[config.mk]
export PLATFORM = sky130hd
export DESIGN_NAME = soft_start_supervisor
export DESIGN_NICKNAME = d
export VERILOG_FILES = /design/src/rtl/soft_start_supervisor.sv
export SDC_FILE = /design/constraint.sdc
export NUM_CORES = 1
export LEC_CHECK = 0
export BUFFER_PORTS_ARGS = -buffer_cell sky130_fd_sc_hd__buf_2
export CORE_MARGIN = 3
export CORE_UTILIZATION = 60
export DETAILED_ROUTE_END_ITERATION = 7
export HOLD_SLACK_MARGIN = 0.06
export PLACE_DENSITY = 0.8
export SETUP_SLACK_MARGIN = 0.5
export SKIP_LAST_GASP = 1
export SLEW_MARGIN = 20
export SYNTH_ARGS = -nofsm -noshare
export SYNTH_HDL_FRONTEND = slang
export SYNTH_SLANG_ARGS = --single-unit
[constraint.sdc]
create_clock -name clk -period 3.1 [get_ports clk]
set_clock_uncertainty 0.15 [all_clocks]
set_input_delay 0.62 -clock clk [delete_from_list [all_inputs] [get_ports clk]]
set_output_delay 0.62 -clock clk [all_outputs]
set_load 0.05 [all_outputs]
[src/rtl/soft_start_supervisor.sv]
module soft_start_supervisor #(
  parameter int RAMP_W   = 8,
  parameter int STEP_CYC = 4,
  parameter int ARM_DLY  = 25000,
  parameter int UV_FILT  = 300,
  parameter int OV_FILT  = 20,
  parameter int OC_LIMIT = 4
) (
  input  logic              clk,
  input  logic              rst_n,
  input  logic              por_ok,
  input  logic              en,
  input  logic              uv_flag,
  input  logic              ov_flag,
  input  logic              oc_evt,
  input  logic              ot_flag,
  input  logic              ramp_hit,
  input  logic              pg_win,
  output logic [RAMP_W-1:0] ramp_code,
  output logic              sw_en,
  output logic              gate_off_all,
  output logic              low_clamp,
  output logic              pgood
);
  localparam int STEP_W = $clog2(STEP_CYC + 1);
  localparam int DLY_W  = $clog2(ARM_DLY + 1);
  localparam int UVF_W  = $clog2(UV_FILT + 1);
  localparam int OVF_W  = $clog2(OV_FILT + 1);
  localparam int OC_W   = $clog2(OC_LIMIT + 1);
  localparam logic [RAMP_W-1:0] RAMP_MAX  = {RAMP_W{1'b1}};
  localparam logic [STEP_W-1:0] STEP_LAST = STEP_W'(STEP_CYC - 1);
  localparam logic [DLY_W-1:0]  ARM_LAST  = DLY_W'(ARM_DLY);
  localparam logic [UVF_W-1:0]  UV_LAST   = UVF_W'(UV_FILT - 1);
  localparam logic [OVF_W-1:0]  OV_LAST   = OVF_W'(OV_FILT - 1);
  localparam logic [OC_W-1:0]   OC_LAST   = OC_W'(OC_LIMIT - 1);

  typedef enum logic [2:0] {ST_OFF, ST_RAMP, ST_RUN, ST_SUSP, ST_TRIP, ST_CLAMP} st_t;
  st_t st, st_nx;

  logic [RAMP_W-1:0] ramp;
  logic [STEP_W-1:0] step_cnt;
  logic [DLY_W-1:0]  dly_cnt;
  logic [UVF_W-1:0]  uv_cnt;
  logic [OVF_W-1:0]  ov_cnt;
  logic [OC_W-1:0]   oc_cnt;
  logic              synced;

  wire go       = por_ok & en;
  wire active   = (st == ST_RAMP) | (st == ST_RUN);
  wire armed    = dly_cnt == ARM_LAST;
  wire uv_trip  = active & armed & uv_flag & (uv_cnt == UV_LAST);
  wire ov_trip  = active & ov_flag & (ov_cnt == OV_LAST);
  wire oc_hit   = active & oc_evt;
  wire oc_final = oc_hit & (oc_cnt == OC_LAST);

  always_comb begin
    st_nx = st;
    if (!go) st_nx = ST_OFF;
    else begin
      case (st)
        ST_OFF: st_nx = ST_RAMP;
        ST_RAMP, ST_RUN: begin
          if (ov_trip)                            st_nx = ST_CLAMP;
          else if (uv_trip)                       st_nx = ST_TRIP;
          else if (oc_hit)                        st_nx = oc_final ? ST_TRIP : ST_RAMP;
          else if (ot_flag)                       st_nx = ST_SUSP;
          else if (st == ST_RAMP && ramp == RAMP_MAX) st_nx = ST_RUN;
        end
        ST_SUSP: if (!ot_flag) st_nx = ST_RAMP;
        default: st_nx = st;
      endcase
    end
  end

  wire fresh = (st_nx == ST_RAMP) & ((st != ST_RAMP) | oc_hit);

  always_ff @(posedge clk or negedge rst_n)
    if (!rst_n) st <= ST_OFF;
    else        st <= st_nx;

  always_ff @(posedge clk or negedge rst_n) begin
    if (!rst_n) begin
      ramp     <= '0;
      step_cnt <= '0;
      dly_cnt  <= '0;
      synced   <= 1'b0;
    end else if (fresh) begin
      ramp     <= '0;
      step_cnt <= '0;
      dly_cnt  <= '0;
      synced   <= 1'b0;
    end else begin
      if (st == ST_RAMP && ramp != RAMP_MAX) begin
        if (step_cnt == STEP_LAST) begin
          step_cnt <= '0;
          ramp     <= ramp + 1'b1;
        end else begin
          step_cnt <= step_cnt + 1'b1;
        end
      end
      if (active && !armed) dly_cnt <= dly_cnt + 1'b1;
      if (active && ramp_hit) synced <= 1'b1;
    end
  end

  always_ff @(posedge clk or negedge rst_n) begin
    if (!rst_n) begin
      uv_cnt <= '0;
      ov_cnt <= '0;
    end else begin
      if (active && armed && uv_flag) uv_cnt <= (uv_cnt == UV_LAST) ? uv_cnt : uv_cnt + 1'b1;
      else                            uv_cnt <= '0;
      if (active && ov_flag) ov_cnt <= (ov_cnt == OV_LAST) ? ov_cnt : ov_cnt + 1'b1;
      else                   ov_cnt <= '0;
    end
  end

  always_ff @(posedge clk or negedge rst_n) begin
    if (!rst_n)                                    oc_cnt <= '0;
    else if (!go)                                  oc_cnt <= '0;
    else if (oc_hit && !oc_final && !ov_trip && !uv_trip) oc_cnt <= oc_cnt + 1'b1;
  end

  assign ramp_code    = active ? ramp : '0;
  assign sw_en        = active & (synced | ramp_hit);
  assign low_clamp    = st == ST_CLAMP;
  assign gate_off_all = (st != ST_CLAMP) & ~sw_en;
  assign pgood        = sw_en & armed & pg_win & ~uv_flag & ~ov_flag;
endmodule

# Word-level counts from Yosys, hierarchy flattened
# Index checks and enable logic that the tools add are counted.
# totals
regBits	47
in_bits	10
out_inout_bits	12
elab_cells	99
# classes
reduce_logical	21
mux	26
n_bitwise	21
addsub	6
n_eq_ne	17
# ops
cell	n
3-bit two-way mux	13
8-bit two-way mux	4
15-bit two-way mux	2
9-bit two-way mux	2
15-bit by 1-bit adder with 15-bit output (second input constant)	1
1-bit AND	15
15-bit == test (second input constant)	1
3-bit by 2-bit == test with 1-bit output (second input constant)	4
1-bit logical AND	10
5-bit two-way mux	2
9-bit by 1-bit adder with 9-bit output (second input constant)	1
9-bit == test (second input constant)	1
3-bit case mux with 3 select lines	1
8-bit by 1-bit adder with 8-bit output (second input constant)	1
8-bit == test (second input constant)	1
8-bit != test (second input constant)	1
2-bit nonzero test	4
3-bit by 1-bit adder with 3-bit output (second input constant)	2
3-bit by 1-bit == test with 1-bit output (second input constant)	2
5-bit by 1-bit adder with 5-bit output (second input constant)	1
5-bit == test (second input constant)	1
1-bit zero test	4
2-bit != test (second input constant)	2
3-bit == test (second input constant)	1
9 further kinds	14

# Logic depth before layout (Yosys ltp)
# Gate-level depths: netlist of run 1.
# logic_depth
ltp_word	14
ltp_mapped	9
ltp_nobuf	7

# Least setup slack after synthesis of run 1
# Ideal clock, no wire load.
# synth_timing
path_type	reg2out
from	register st[1]
to	output port pgood
path_buffers	1
t_arrival_ns	2.513
stages_incl_launch_ff	7
required_time_ns	2.330
setup_slack_ns	-0.183
path_cell_list	dfrtp_1 > buf_2 > xnor2_4 > nor2_4 > o21a_1 > nand3_1 > nor3_1
# synth_via
elab_chain_cells	7
word_cells_on_any_way	8
classes_between	2 x eq/ne; 6 x bitwise
# synth_lines
element	line_no	source
start: declaration	38	st_t st, st_nx;
start signal: assignment	79	else st <= st_nx;
3-bit by 1-bit == test with 1-bit output / 3-bit by 2-bit == test with 1-bit output (equally long branches)	49	wire active = (st == ST_RAMP) | (st == ST_RUN);
1-bit bitwise OR (*)	49	
1-bit AND (*)	125	assign sw_en = active & (synced | ramp_hit);
via sw_en	20	output logic sw_en,
1-bit AND (*) (4 in series)	128	assign pgood = sw_en & armed & pg_win & ~uv_flag & ~ov_flag;
end: declaration	23	output logic pgood
# The timed path passes the listed nets; every way through them passes the cells marked *.

# Worst setup path in the final report of run 1
# layout_timing
from	register st[1]
to	output port pgood
# layout_via
elab_chain_cells	7
word_cells_on_any_way	8
classes_between	2 x eq/ne; 6 x bitwise
# layout_lines
element	line_no
3-bit by 1-bit == test with 1-bit output / 3-bit by 2-bit == test with 1-bit output (equally long branches)	49
1-bit bitwise OR (*)	49
1-bit AND (*)	125
1-bit AND (*) (4 in series)	128
# Mark *: on every way between the ends. The rest lies on a longest branch, timed or not.

==> results of run 1 <==
state kept, by name (all words and copies together), names as in the netlist:
signal and flops:
step_cnt 3, st 3, oc_cnt 3, dly_cnt 15, uv_cnt 9, ramp 8, synced 1, ov_cnt 5
synthesized netlist by cell type, types with 2 or more instances:
library cell / instances / area (um^2)
o211ai_1: 3 / 22.5
buf_2: 3 / 15.0
buf_6: 7 / 78.8
dfrtp_1: 47 / 1180
a31oi_1: 23 / 144
nand2_1: 14 / 52.6
mux2i_1: 5 / 50.1
nor3b_1: 3 / 22.5
xor2_1: 19 / 166
o2111ai_1: 2 / 17.5
and2_1: 3 / 18.8
ha_1: 8 / 100
nor2_1: 24 / 90.1
clkbuf_1: 2 / 7.51
a21oi_1: 7 / 35.0
o21a_1: 2 / 15.0
nor4bb_1: 2 / 20.0
xnor2_1: 15 / 131
nor3_1: 8 / 40.0
o21ai_0: 3 / 15.0
a31oi_2: 4 / 50.1
nand3_1: 10 / 50.1
and3_1: 16 / 100
inv_1: 9 / 33.8
nand4_1: 11 / 68.8
routing by layer:
metal,routed length (um),vias up,share of wire
met5,0,-,0
li1,-,1062,-
met4,86,0,0.014
met1,2720,1086,0.46
met2,2870,56,0.48
met3,300,8,0.050
worst paths after layout:
| path | from | endpoint | slack (ps) |
|---|---|---|---|
| max | st[1] | pgood | 510 |
| min | rst_n | ov_cnt[4] | 120 |
| max reg2reg | dly_cnt[0] | dly_cnt[12] | 660 |
| min reg2reg | step_cnt[2] | step_cnt[2] | 370 |
| max in group asynchronous | rst_n | st[0] | 1940 |
| min in group clk | step_cnt[2] | step_cnt[2] | 370 |
layout make-up:
class	count	share of cell area
multi-input cells	207	0.492
repair buffers	32	0.0632
well taps	52	0.0212
flip-flops and latches	47	0.384
clock inverters	1	0.00163
inverters	9	0.0110
clock buffers	6	0.0269
what timing repair did:
item                       CTS  global route
buffers inserted             0             7
setup endpoints to repair   38            39
pin swaps                    0             2
gates cloned                 0             1
gates resized for setup      2             9
placed cells by master (no fill, tap or decap), types with 2 or more instances in the layout:
cell type,count
buf_4,11
nor3b_1,3
nor3_1,7
dfrtp_1,45
o2111ai_1,2
nor4bb_1,2
ha_1,8
xnor2_1,15
a31oi_2,4
xor2_1,19
o211ai_1,3
o21ai_0,3
nand2_1,14
buf_2,20
nand4_1,11
a21oi_1,6
clkbuf_8,6
and2_1,3
dfrtp_2,2
nand3_1,10
inv_1,9
mux2i_1,5
and3_1,16
nor2_1,24
a31oi_1,23
a2111o_2,2
power by group through the flow:
stage / clock network, mW / logic [mW] / registers (mW)
after floorplan: 0 / 0.106 / 0.668
after global placement: 0 / 0.139 / 0.676
after detailed placement: 0 / 0.143 / 0.677
after CTS: 0.379 / 0.144 / 0.665
after global routing: 0.404 / 0.174 / 0.671
final: 0.374 / 0.155 / 0.666
per-stage QoR:
step                cell area [um^2]  cells  setup WS (ps)
global route                    3070    354            424
detailed placement              2890    339            301
finish                          3070    354            515
CTS                             2980    346            290
global placement                2890    339            410
floorplan                       2780    274            551
kinds of logic (layout without fill, tap and decap cells):
logic type / after synthesis / in the layout
AO/OA/AOI/OAI: 55 / 56
buffers and inverters: 21 / 48
multiplexers: 6 / 6
adder cells (fa/ha/maj): 8 / 8
AND/OR/NAND/NOR: 102 / 102
flip-flops: 47 / 47
XOR/XNOR: 35 / 35
worst max-delay path: stages (launching register included):
cell	delay, ps
dfrtp_2	480
xnor2_4	200
nor2_4	230
o21a_4	180
nand3_1	110
nor3_4	130
buf_6	180
==> flow_metrics.tcl, run 1 <==
set metrics [dict create \
    status "completed" \
    cts_root_buf "clkbuf_8" \
    antenna_found_initial 0 \
    seqCellArea_um2 1180 \
    ys_warn_count 0 \
    endpoint_kind "primary output" \
    min-delay-path-class "in2async" \
    gp_congestion 0.864 \
    via_per_inst 6.25 \
    die_h_um 74.0 \
    async_reset_ff_frac 1.00 \
    dr.pass1.iters 4 \
    antenna_cells 0 \
    seq_power_share 0.557 \
    detail-route-antenna-nets 0 \
    path_clk_slew_ps 80 \
    synth_area_um2 2770 \
    intPower_uw 879 \
    yosys.area_share.simple 0.200 \
    ir_drop_mv 0.321 \
    fmax_mhz 387 \
    synth_compound_gate_area_share 0.152 \
    grt_max_degree 29 \
    pwr-share-comb 0.130 \
    dr.first_iter.drc_count 125 \
    numCtsBuffers 5 \
    drive_above_1_share 0.199 \
    ys_types 49 \
    initial_core_util 0.628 \
    multi_input_area_um2 1510 \
    drc 0 \
    synth_xor_area_frac 0.117 \
    grt-busiest-layer "met2" \
    netlist_instances 274 \
    maxCapViolations 0 \
    synthFlopType "dfrtp_1" \
    portBuffers 21 \
    grt.met1_usage 0.307 \
    hold_viol 0 \
    ys_ff_latch 47 \
    use_met3 0.0459 \
    synth_top_family_by_area "simple AND/OR/NAND/NOR gates" \
    coreArea_um2 4410 \
    cts_tree "done" \
    overflow 0 \
    grtUsageMet2 0.368 \
    setup_viol 0 \
    cp_data_required_time_ps 2330 \
    holdBufCountCts 0 \
    dp_hpwl_um 3980 \
    wire_per_inst_um 16.9 \
    total_power_mw 1.20 \
    fin_util 0.695 \
    syn-num-nets 292 \
    worstSetupPathType "reg2out" \
    grt_pass1_wl_um 9710 \
    synthAdderAreaFrac 0.0361 \
    clockBufferDepth 2 \
    switching_share 0.265 \
    reg2reg_depth 8 \
    clkSinkCount 47 \
    grt_use_total 0.227 \
    period_share 0.834 \
    clk_latency_ps 300 \
    start_kind "flop" \
    p_clk_frac 0.313 \
    muxShareOfSynthArea 0.0221 \
    rsz0062_at_grt "yes" \
    p_leak_nw 1.35 \
    die_x_um 74.0 \
    die_area_um2 5470 \
    p_sw_uw 317 \
    fill_cells 342 \
    finalMaxSlewViolations 0 \
    period_needed_ps 2590 \
    cp_max_fo 7 \
    grt_pass1_vias 2089 \
    io_pins 22 \
    slew_headroom 0.533 \
    powerDensity_nw_per_um2 390 \
    final.setup.tns_ps 0 \
    whs_ps 125 \
    syn2layout_area_growth_pct 10.7 \
    syn_avg_cell_area_um2 10.1 \
    synth-edff-count 0 \
    rows 24 \
    tightestPinTransition_ps 695 \
    finalNetCount 320 \
    wl_um 5980 \
    cts_htree_levels 2 \
    yosysSeqAreaShare 0.424 \
    arrival_ps 1820 \
    via_count 2212 \
]
No activity file was read; power rests on OpenSTA's default activity.
==> inputs of run 2 (changes only) <==
- ABC_AREA: unset -> 1
- clock period: 3.1 -> 2.56 ns (I/O delays scaled with it)
==> run 2 against run 1 <==
Via count increased by 34%. Highest routed layer unchanged. Sequential share of layout area down 7.6 points. Setup slack got worse by 470 ps. Global-route usage increased by 5.8 points. Sequential power increased by 18%. Count of clock-buffer cells in the layout stayed put.
==> flow_metrics.tcl, run 2 <==
set metrics [dict create \
    whs_ps 364 \
    drc 0 \
    grt_pass1_wl_um 12200 \
    ir_drop_mv 0.296 \
    syn_avg_cell_area_um2 7.86 \
    endpoint_kind "primary output" \
    clockBufferDepth 2 \
    top_register "dly_cnt" \
    final_cell_mix "nand2_1, inv_1, dfrtp_1, nor2_1, buf_4" \
    coreArea_um2 4470 \
    period_needed_ps 2510 \
    arrival_ps 1850 \
    io_pins 22 \
    final_common_cell "nand2_1" \
    reg_top3 "dly_cnt x15, uv_cnt x9, ramp x8" \
    cts_tree "done" \
    rr_endpoint "ramp[0]" \
    portBuffers 21 \
    synth-edff-count 0 \
    async_reset_ff_frac 1.00 \
    rsz0062_at_grt "yes" \
    yosysMostFrequentCell "inv_1" \
    cts_htree_levels 2 \
    ys_types 33 \
    powerDensity_nw_per_um2 445 \
    start_kind "flop" \
    drive_above_1_share 0.301 \
    cts_root_buf "clkbuf_8" \
    r2r_start "dly_cnt[0]" \
    finalNetCount 442 \
    gp_congestion 0.908 \
    numCtsBuffers 5 \
    dp_hpwl_um 4400 \
    cp_max_fo 2 \
    clk_latency_ps 310 \
    die_area_um2 5620 \
    ys_ff_latch 47 \
    die_x_um 74.9 \
    grt_pass1_vias 2644 \
    slew_headroom 0.641 \
    worst_slack_ps 49.8 \
    die_h_um 74.9 \
    detail-route-antenna-nets 0 \
    maxCapViolations 0 \
    rows 24 \
    worstSetupPathType "reg2out" \
    wl_um 9230 \
    ys_warn_count 0 \
    path_clk_slew_ps 90 \
    finalMaxSlewViolations 0 \
    min-delay-path-class "reg2reg" \
    overflow 0 \
    tightestPinTransition_ps 534 \
    synth_area_leaders "dfrtp_1, inv_1, nand2_1" \
    antenna_found_initial 0 \
    wire_per_inst_um 19.3 \
    total_power_mw 1.70 \
    syn2layout_area_growth_pct 34.0 \
    final.setup.tns_ps 0 \
    netlist_instances 363 \
    dpl_worst_slack_ps 171 \
    grt_use_total 0.285 \
    rrSetupSlack_ps 50 \
    cp-startpoint "dly_cnt[0]" \
    initial_core_util 0.637 \
    via_per_inst 6.23 \
    antenna_cells 0 \
    hold_viol 0 \
    grt_max_degree 20 \
    ys_top_cells_by_count "inv_1, nand2_1, dfrtp_1, nor2_1, nand3_1" \
    p_leak_nw 1.75 \
    synth_area_um2 2850 \
    synthFlopType "dfrtp_1" \
    clkSinkCount 47 \
    largest_register_ffs 15 \
    yosysTopAreaCell "dfrtp_1" \
    cp_data_required_time_ps 1900 \
    dr.pass1.iters 5 \
    synth_top_cell_area_share 0.412 \
    via_count 2973 \
    fmax_mhz 398 \
    syn-num-nets 381 \
    critPathCapture "pgood" \
    reg2reg_depth 16 \
    setup_viol 0 \
    dr.first_iter.drc_count 276 \
    status "completed" \
    yosysSeqAreaShare 0.412 \
    period_share 0.981 \
]
==> run 2: how the worst min path moves through the flow <==
stage	slack, ps	end	startpoint	cells past startpoint
after floorplan	70	dly_cnt[0]	rst_n	0
after global placement	300	uv_cnt[2]	rst_n	1
after detailed placement	300	uv_cnt[2]	rst_n	1
after CTS	330	synced	ramp_hit	3
after global routing	360	synced	ramp_hit	3
final	360	uv_cnt[2]	uv_cnt[2]	1
==> run 2: kinds of logic (layout without fill, tap and decap cells) <==
group / after synthesis / count (layout) / share of synthesized area
DFF: 47 / 47 / 0.412
and+or+nand+nor: 177 / 178 / 0.300
AOI/OAI and AO/OA: 44 / 44 / 0.0917
buffers and inverters: 67 / 128 / 0.0992
adders and majority gates: 8 / 8 / 0.0351
xor gates and xnor gates: 20 / 20 / 0.0614
==> run 2: critical path: stages, from the launching register on <==
cell	delay, ps
dfrtp_1	410
inv_2	90
ha_4	130
nand2_2	40
nor2_1	110
nand2_1	110
nor2_4	120
nand4_1	200
nor2_4	160
buf_8	160
==> run 2: repair_timing <==
| item | CTS | global route |
|---|---|---|
| pin swaps | 10 | 22 |
| cloned | 1 | 1 |
| setup buffers | 18 | 11 |
| hold buffers | 1 | 0 |
| hold endpoints to repair | 14 | 0 |
| endpoints found under the setup margin | 39 | 39 |
| gates resized for setup | 65 | 32 |
==> run 2: power by group <==
part	switching [mW]	internal, mW
sequential	0.0237	0.766
clock	0.274	0.317
combinational	0.193	0.125
total	0.491	1.21
==> run 2: layout make-up <==
type | count | area [um^2]
clock inverters | 2 | 35.0
inverters | 61 | 240
multi-input cells | 250 | 1660
clock buffers | 6 | 82.6
repair buffers | 59 | 559
fillers | 226 | 654
well taps | 52 | 65.1
flip-flops and latches | 47 | 1180
==> run 2: layer usage <==
layer / share of wire / global-route usage / vias up
met5: 0 / 0 / -
met4: 0.047 / 0.121 / 0
met3: 0.074 / 0.0547 / 57
met2: 0.49 / 0.497 / 193
met1: 0.39 / 0.342 / 1414
li1: - / - / 1309
==> run 2: metrics by stage <==
stage / area, um^2 / instances / utilization
2_1_floorplan: 2890 / 363 / -
4_1_cts: 3570 / 465 / 0.799
3_3_place_gp: 3060 / 437 / 0.684
3_5_place_dp: 3060 / 437 / 0.684
5_1_grt: 3820 / 477 / 0.854
6_report: 3820 / 477 / 0.854
